**src/rtl/dma_irq_pkg.sv**
```systemverilog
package dma_irq_pkg;
  localparam int DATA_W     = 32;
  localparam int ADDR_W     = 8;
  localparam int CH_DEFAULT = 7;
  localparam int FORCE_POS  = 15;
  localparam int SUM_POS    = DATA_W - 1;
  localparam logic [ADDR_W-1:0] CSR_OFFSET = 8'h74;
endpackage

```
**src/rtl/dma_irq_flag.sv**
```systemverilog
module dma_irq_flag (
  input  logic clk,
  input  logic rst_n,
  input  logic enable_i,
  input  logic done_i,
  input  logic ack_i,
  output logic flag_o
);
  logic flag_q;
  logic set_w;

  assign set_w = done_i & enable_i;

  always_ff @(posedge clk or negedge rst_n) begin
    if (!rst_n) begin
      flag_q <= 1'b0;
    end else if (set_w) begin
      flag_q <= 1'b1;
    end else if (ack_i) begin
      flag_q <= 1'b0;
    end
  end

  assign flag_o = flag_q;

  a_r5_set_when_enabled: assert property (@(posedge clk) disable iff (!rst_n)
    (done_i && enable_i) |=> flag_o);

  a_r5_no_set_when_disabled: assert property (@(posedge clk) disable iff (!rst_n)
    (!flag_o && !(done_i && enable_i)) |=> !flag_o);

  a_r4_ack_clears: assert property (@(posedge clk) disable iff (!rst_n)
    (ack_i && !(done_i && enable_i)) |=> !flag_o);

  a_r4_hold: assert property (@(posedge clk) disable iff (!rst_n)
    (!ack_i && !done_i) |=> $stable(flag_o));
endmodule

```
**src/rtl/dma_irq_summary.sv**
```systemverilog
module dma_irq_summary #(
  parameter int NUM_CH = 7
) (
  input  logic              clk,
  input  logic              rst_n,
  input  logic              force_i,
  input  logic              master_i,
  input  logic [NUM_CH-1:0] flags_i,
  output logic              sum_o,
  output logic              irq_o
);
  logic sum_next;
  logic sum_q;
  logic irq_q;

  assign sum_next = force_i | (master_i & (|flags_i));

  always_ff @(posedge clk or negedge rst_n) begin
    if (!rst_n) begin
      sum_q <= 1'b0;
      irq_q <= 1'b0;
    end else begin
      sum_q <= sum_next;
      irq_q <= sum_next & ~sum_q;
    end
  end

  assign sum_o = sum_q;
  assign irq_o = irq_q;

  a_r8_pulse_on_rise: assert property (@(posedge clk) disable iff (!rst_n)
    irq_o |-> (sum_o && !$past(sum_o)));

  a_r8_single_cycle: assert property (@(posedge clk) disable iff (!rst_n)
    irq_o |=> !irq_o);

  a_r8_rise_fires: assert property (@(posedge clk) disable iff (!rst_n)
    $rose(sum_o) |-> irq_o);

  a_r7_force_wins: assert property (@(posedge clk) disable iff (!rst_n)
    force_i |=> sum_o);

  a_r7_quiet_low: assert property (@(posedge clk) disable iff (!rst_n)
    (!force_i && !master_i) |=> !sum_o);
endmodule

```
**src/rtl/dma_irq_ctrl.sv**
```systemverilog
module dma_irq_ctrl
  import dma_irq_pkg::*;
#(
  parameter int NUM_CH = CH_DEFAULT
) (
  input  logic              clk,
  input  logic              rst_n,
  input  logic              bus_we,
  input  logic [ADDR_W-1:0] bus_addr,
  input  logic [DATA_W-1:0] bus_wdata,
  output logic [DATA_W-1:0] bus_rdata,
  input  logic [NUM_CH-1:0] ch_done,
  output logic              irq
);
  localparam int EN_LSB  = FORCE_POS + 1;
  localparam int MEN_POS = EN_LSB + NUM_CH;
  localparam int FL_LSB  = MEN_POS + 1;

  logic              hit;
  logic              wr_hit;
  logic              force_q;
  logic              master_q;
  logic [NUM_CH-1:0] enable_q;
  logic [NUM_CH-1:0] flags;
  logic [NUM_CH-1:0] ack;
  logic              sum;
  logic              unused_wbits;

  assign hit    = (bus_addr == CSR_OFFSET);
  assign wr_hit = bus_we & hit;
  assign unused_wbits = ^{bus_wdata[FORCE_POS-1:0], bus_wdata[DATA_W-1:FL_LSB+NUM_CH]};

  always_ff @(posedge clk or negedge rst_n) begin
    if (!rst_n) begin
      force_q  <= 1'b0;
      master_q <= 1'b0;
      enable_q <= '0;
    end else if (wr_hit) begin
      force_q  <= bus_wdata[FORCE_POS];
      master_q <= bus_wdata[MEN_POS];
      enable_q <= bus_wdata[EN_LSB +: NUM_CH];
    end
  end

  for (genvar c = 0; c < NUM_CH; c++) begin : g_ch
    assign ack[c] = wr_hit & bus_wdata[FL_LSB + c];
    dma_irq_flag u_flag (
      .clk      (clk),
      .rst_n    (rst_n),
      .enable_i (enable_q[c]),
      .done_i   (ch_done[c]),
      .ack_i    (ack[c]),
      .flag_o   (flags[c])
    );
  end

  dma_irq_summary #(.NUM_CH(NUM_CH)) u_sum (
    .clk      (clk),
    .rst_n    (rst_n),
    .force_i  (force_q),
    .master_i (master_q),
    .flags_i  (flags),
    .sum_o    (sum),
    .irq_o    (irq)
  );

  always_comb begin
    bus_rdata = '0;
    if (hit) begin
      bus_rdata[FORCE_POS]          = force_q;
      bus_rdata[EN_LSB +: NUM_CH]   = enable_q;
      bus_rdata[MEN_POS]            = master_q;
      bus_rdata[FL_LSB +: NUM_CH]   = flags;
      bus_rdata[SUM_POS]            = sum;
    end
  end

  a_r2_ctrl_load: assert property (@(posedge clk) disable iff (!rst_n)
    wr_hit |=> (force_q == $past(bus_wdata[FORCE_POS]) &&
                master_q == $past(bus_wdata[MEN_POS])));

  a_r9_miss_keeps: assert property (@(posedge clk) disable iff (!rst_n)
    (bus_we && !hit) |=> ($stable(force_q) && $stable(master_q) && $stable(enable_q)));

  a_r9_miss_reads_zero: assert property (@(posedge clk) disable iff (!rst_n)
    !hit |-> (bus_rdata == '0));

  a_r2_low_bits_zero: assert property (@(posedge clk) disable iff (!rst_n)
    bus_rdata[FORCE_POS-1:0] == '0);
endmodule

```
**config.mk**
```make
export PLATFORM = sky130hd
export DESIGN_NAME = dma_irq_ctrl
export DESIGN_NICKNAME = d
export VERILOG_FILES = /design/src/rtl/dma_irq_pkg.sv /design/src/rtl/dma_irq_flag.sv /design/src/rtl/dma_irq_summary.sv /design/src/rtl/dma_irq_ctrl.sv
export SDC_FILE = /design/constraint.sdc
export NUM_CORES = 1
export LEC_CHECK = 0
export ABC_AREA = 1
export BUFFER_PORTS_ARGS = -buffer_cell sky130_fd_sc_hd__buf_2
export CELL_PAD_IN_SITES_DETAIL_PLACEMENT = 0
export CELL_PAD_IN_SITES_GLOBAL_PLACEMENT = 1
export CORE_MARGIN = 2
export CORE_UTILIZATION = 29
export CTS_BUF_LIST = sky130_fd_sc_hd__clkbuf_8
export DETAILED_ROUTE_END_ITERATION = 10
export PLACE_DENSITY_LB_ADDON = 0.2
export SLEW_MARGIN = 25
export SYNTH_ARGS = -nofsm -noshare
export SYNTH_HDL_FRONTEND = slang
export SYNTH_SLANG_ARGS = --single-unit
```
**constraint.sdc**
```tcl
create_clock -name clk -period 2.38 [get_ports clk]
set_input_delay 0.238 -clock clk [delete_from_list [all_inputs] [get_ports clk]]
set_output_delay 0.238 -clock clk [all_outputs]
set_load 0.02 [all_outputs]
```
Word level (Yosys, flattened, before mapping)

Cells that the tools add are included.

Bits of input ports: 50
Output and inout port bits: 33
Bits in registers: 18

Mux-type cells: 15
Reduce and logical (&&, ||, !) cells: 8
Equality and inequality tests: 1
Bitwise operators: 19

Operator list:

| cell                                                                   | count |
|---|---|
| 1-bit bitwise AND                                                      | 17 |
| 17-bit two-way mux                                                     | 1 |
| 1-bit two-way mux                                                      | 14 |
| 2-bit nonzero test                                                     | 7 |
| 8-bit by 7-bit equality test with 1-bit output (second input constant) | 1 |
| 7-bit OR reduction                                                     | 1 |
| 1-bit NOT                                                              | 1 |
| 1-bit OR                                                               | 1 |

Depth between registers and ports, before layout

Word-level depth: 5
Depth in mapped cells: 7
Mapped depth without buffers: 6

Hierarchy

From an unflattened synthesis, not the netlist that was laid out.

Cells, all modules: 164
Area total of the unflattened synthesis: 1257.5 µm²

Modules (own cells, without submodules):

| module          | cells each | area each (µm²) | instances |
|---|---|---|---|
| dma_irq_ctrl    | 117        | 883.3           | 1 |
| dma_irq_flag    | 5          | 40.0            | 7 |
| dma_irq_summary | 12         | 93.8            | 1 |

Worst setup path after synthesis

No wires, ideal clock.

Kind: input to output
From: input port bus_addr[7]
To: output port bus_rdata[18]
Slack: 1.037 ns
Arrival time: 1.105 ns
Path buffers: 1
Stages on the path: 6
Path through: inv_1 > nand2_1 > nor2_4 > nand2_2 > buf_6 > nor2_1

Cells in the longest elaborated chain, start to end: 2

Ends and longest elaborated chain:

| element                                        | line               | RTL |
|---|---|---|
| from (decl)                                    | dma_irq_ctrl.sv:9  | `input logic [ADDR_W-1:0] bus_addr,` |
| 8-bit by 7-bit equality test with 1-bit output | dma_irq_ctrl.sv:29 | `assign hit = (bus_addr == CSR_OFFSET);` |
| 17-bit two-way mux                             | dma_irq_ctrl.sv:69 | `if (hit) begin` |
| to (decl)                                      | dma_irq_ctrl.sv:11 | `output logic [DATA_W-1:0] bus_rdata,` |

No other way between the ends.

Worst setup path after layout

From: input port bus_addr[1]
To: output port bus_rdata[28]

Same word-level chain as after synthesis.

==> results.md <==
* Status: completed
* Largest net degree at the start of global routing at 19
* Antenna Cells at 0
* Crit. End Element: output pin
* Max-Cap Viols at 0
* FILL cells at between 400 and 500
* Pre-antenna DRT Iters at 4
* Layout net count at 248
* Sw frac at 29.4%
* Vias in the first global route at roughly 850
* Crit Path Category: in2out
* RSZ-0062 raised after global routing: no
* CTS buffer count at 3
* Power per Cell Area at 577 mW/mm²
* Startpoint Class: primary input
* Number of DRC markers in iteration 0 at 25
* Site Rows at 22
* Placed cell areas at between 0.001 and 0.0015 mm²
* Crit-path max FO at 17
* Die area at ~0.0043 mm²
* Mapped Cells at about 150
* Port bufs at 51
* Core area at about 0.0037 mm²
* Initial core utilization at between 30% and 40%
* Layout area overhead at 26.7%
* Clock skew at 0.774 ps
* Crit path DAT at 1330 ps
* DRC at 0
* Sequential Power Share at roughly half
* PnR worst setup slack at between 800 and 900 ps
* GR Util met1 at between 10% and 20%
* CTS tree: built
* Top FF cell, synth: dfrtp_1
* Synth Warn # at 0
* Hold Buf Count CTS at 1
* Total wire length at about 2300 µm
* Top cells by area, synth: dfrtp_1 41%, nand2_1 12%, buf_4 10%
* Via count at between 900 and 1k
* Combinational power share at between 20% and 30%
* Post-Syn Area per Cell at roughly 7.6 µm²
* Grt met2 use at roughly 17%
* GRT Total Usage at 11.1%
* Pint at roughly 0.57 mW
* Post-Syn Area at roughly 0.0011 mm²
* TNS Setup at 0 ps
* Clock Pin Slew Worst Setup and Hold Paths at ~70 ps
* Worst Setup Slack post-DPL at roughly 800 ps
* Yosys reg bits at 18
* Final HPWL from detailed placement at roughly 1800 µm
* Initial antenna violation count at 0
* Congestion Overflow GR at 0
* Most frequent cell after synthesis: nand2_1
* Peak supply drop at approximately 0.26 mV
* First-pass GRT wire length at 3640 µm
* Share of post-route cells with drive strength above 1 at a little over a third
* Fmax achieved at 0.637 GHz
* Async SR Flop Fraction at between 90% and 100%
* P_leak at roughly 0.8 nW
* H-Tree Depth at 1
* Post-synth EDFFs at 0
* Worst path required time at around 2100 ps
* Gr busiest metal: met2
* Post-synth top area cell: dfrtp_1
* Longest Clk Path Bufs at 2
* Post-CTS Repair Setup Buffers at 0
* Post-CTS Resized at 0
* Final non-filler cell total at ~250
* Clock Sinks at 18
* Psw at around 0.24 mW
* Met3 Use GR at about 2.9%
* Fin. Hold Viols at 0
* Distinct cells, synth at 17
* Tmin final at 1570 ps
* Final core utilization at 38.1%
* Die X at 65.6 µm
* Clock power share at 30.4%
* Root buf cell: clkbuf_8
* WHS Path Cells at 3
* Skew-Pair Late Insertion Delay at approximately 250 ps
* Hold Path Class: in2reg
* RePlAce Congestion at 0.718
* Number of top-level pins at slightly above 80
* Top cell type's share of synthesized area at 40.9%
* Power consumption at between 0.8 and 0.9 mW
* Most instantiated cells after synthesis: 34 x nand2_1, 29 x inv_1, 19 x nor2_1
* Cell count of the worst reg-to-reg path at 4
* Avg Vias per Cell at slightly below 4
* Post-route design area at between 0.001 and 0.0015 mm²
* Final hold slack at 191 ps
* Antenna viol nets, final at 0
* WL/cell at between 9 and 10 µm
* Tcrit/Tclk final at 66.0%
* Setup violators final at 0
* Seq/Total Area, Yosys at about two fifths
* Inst Count DP at 240
* Die Ht at between 60 and 70 µm
* Fin. max-slew vios at 0
==> power groups by stage <==
stage | Sequential [mW] | Combinational (mW) | Clock, mW
after floorplan | 0.396 | 0.130 | 0
final | 0.394 | 0.166 | 0.245
after global routing | 0.403 | 0.193 | 0.271
after detailed placement | 0.400 | 0.168 | 0
after global placement | 0.399 | 0.163 | 0
after CTS | 0.395 | 0.170 | 0.252
==> cells by family (layout without fill, tap and decap cells) <==
family / after synthesis / after routing / share of synthesized area, %
buffers and inverters: 48 / 86 / 22.8
AOI/OAI and AO/OA: 11 / 11 / 8.07
DFF: 18 / 18 / 40.9
other: 1 / 15 / 0.341
and+or+nand+nor: 67 / 67 / 27.8
==> metal layers <==
metal  routed length [µm]  part of all wire, %
met1                 1040                   45
met2                 1030                   45
met3                  190                  8.2
met4                   42                  1.8
met5                    0                    0
==> worst paths after layout <==
check,from,slack (ps),end
setup / recovery,bus_addr[1],810,bus_rdata[28]
hold / removal,ch_done[4],190,g_ch[4].u_flag.flag_o
setup reg to reg,g_ch[3].u_flag.flag_o,1300,u_sum.irq_o
hold reg to reg,u_sum.sum_o,430,u_sum.irq_o
max in group asynchronous,rst_n,1650,enable_q[3]
min in group asynchronous,rst_n,440,enable_q[1]
==> flip-flops by register name (all words and copies together), names as in the netlist <==
name	cells
u_sum.irq_o	1
master_q	1
u_sum.sum_o	1
force_q	1
enable_q	7
g_ch.u_flag.flag_o	7
==> cell usage in the layout, fill, tap and decap left out <==
cell type / count
buf_2: 51
nand2_2: 3
inv_2: 1
nand3_1: 1
nand4_1: 7
a21oi_1: 1
clkbuf_8: 4
o21ai_0: 1
dfrtp_1: 18
nor2_1: 19
inv_1: 29
o21ai_2: 9
dlygate4sd3_1: 1
nor2_4: 2
nand3_4: 1
conb_1: 15
nand2_1: 34
==> layout make-up <==
type                    count  area, µm²  area share (%)
repair buffers             52        265            19.0
well taps                  48       60.1            4.30
clock buffers               4       55.1            3.95
inverters                  30        113            8.07
multi-input cells          93        452            32.4
flip-flops and latches     18        450            32.3
==> critical path, cell delays in order <==
cell and delay, ps:
buf_2 90, inv_1 40, nand2_1 70, nor2_4 230, nand2_2 270, nor2_1 190, buf_2 190
(Power assumes the default switching activity.)
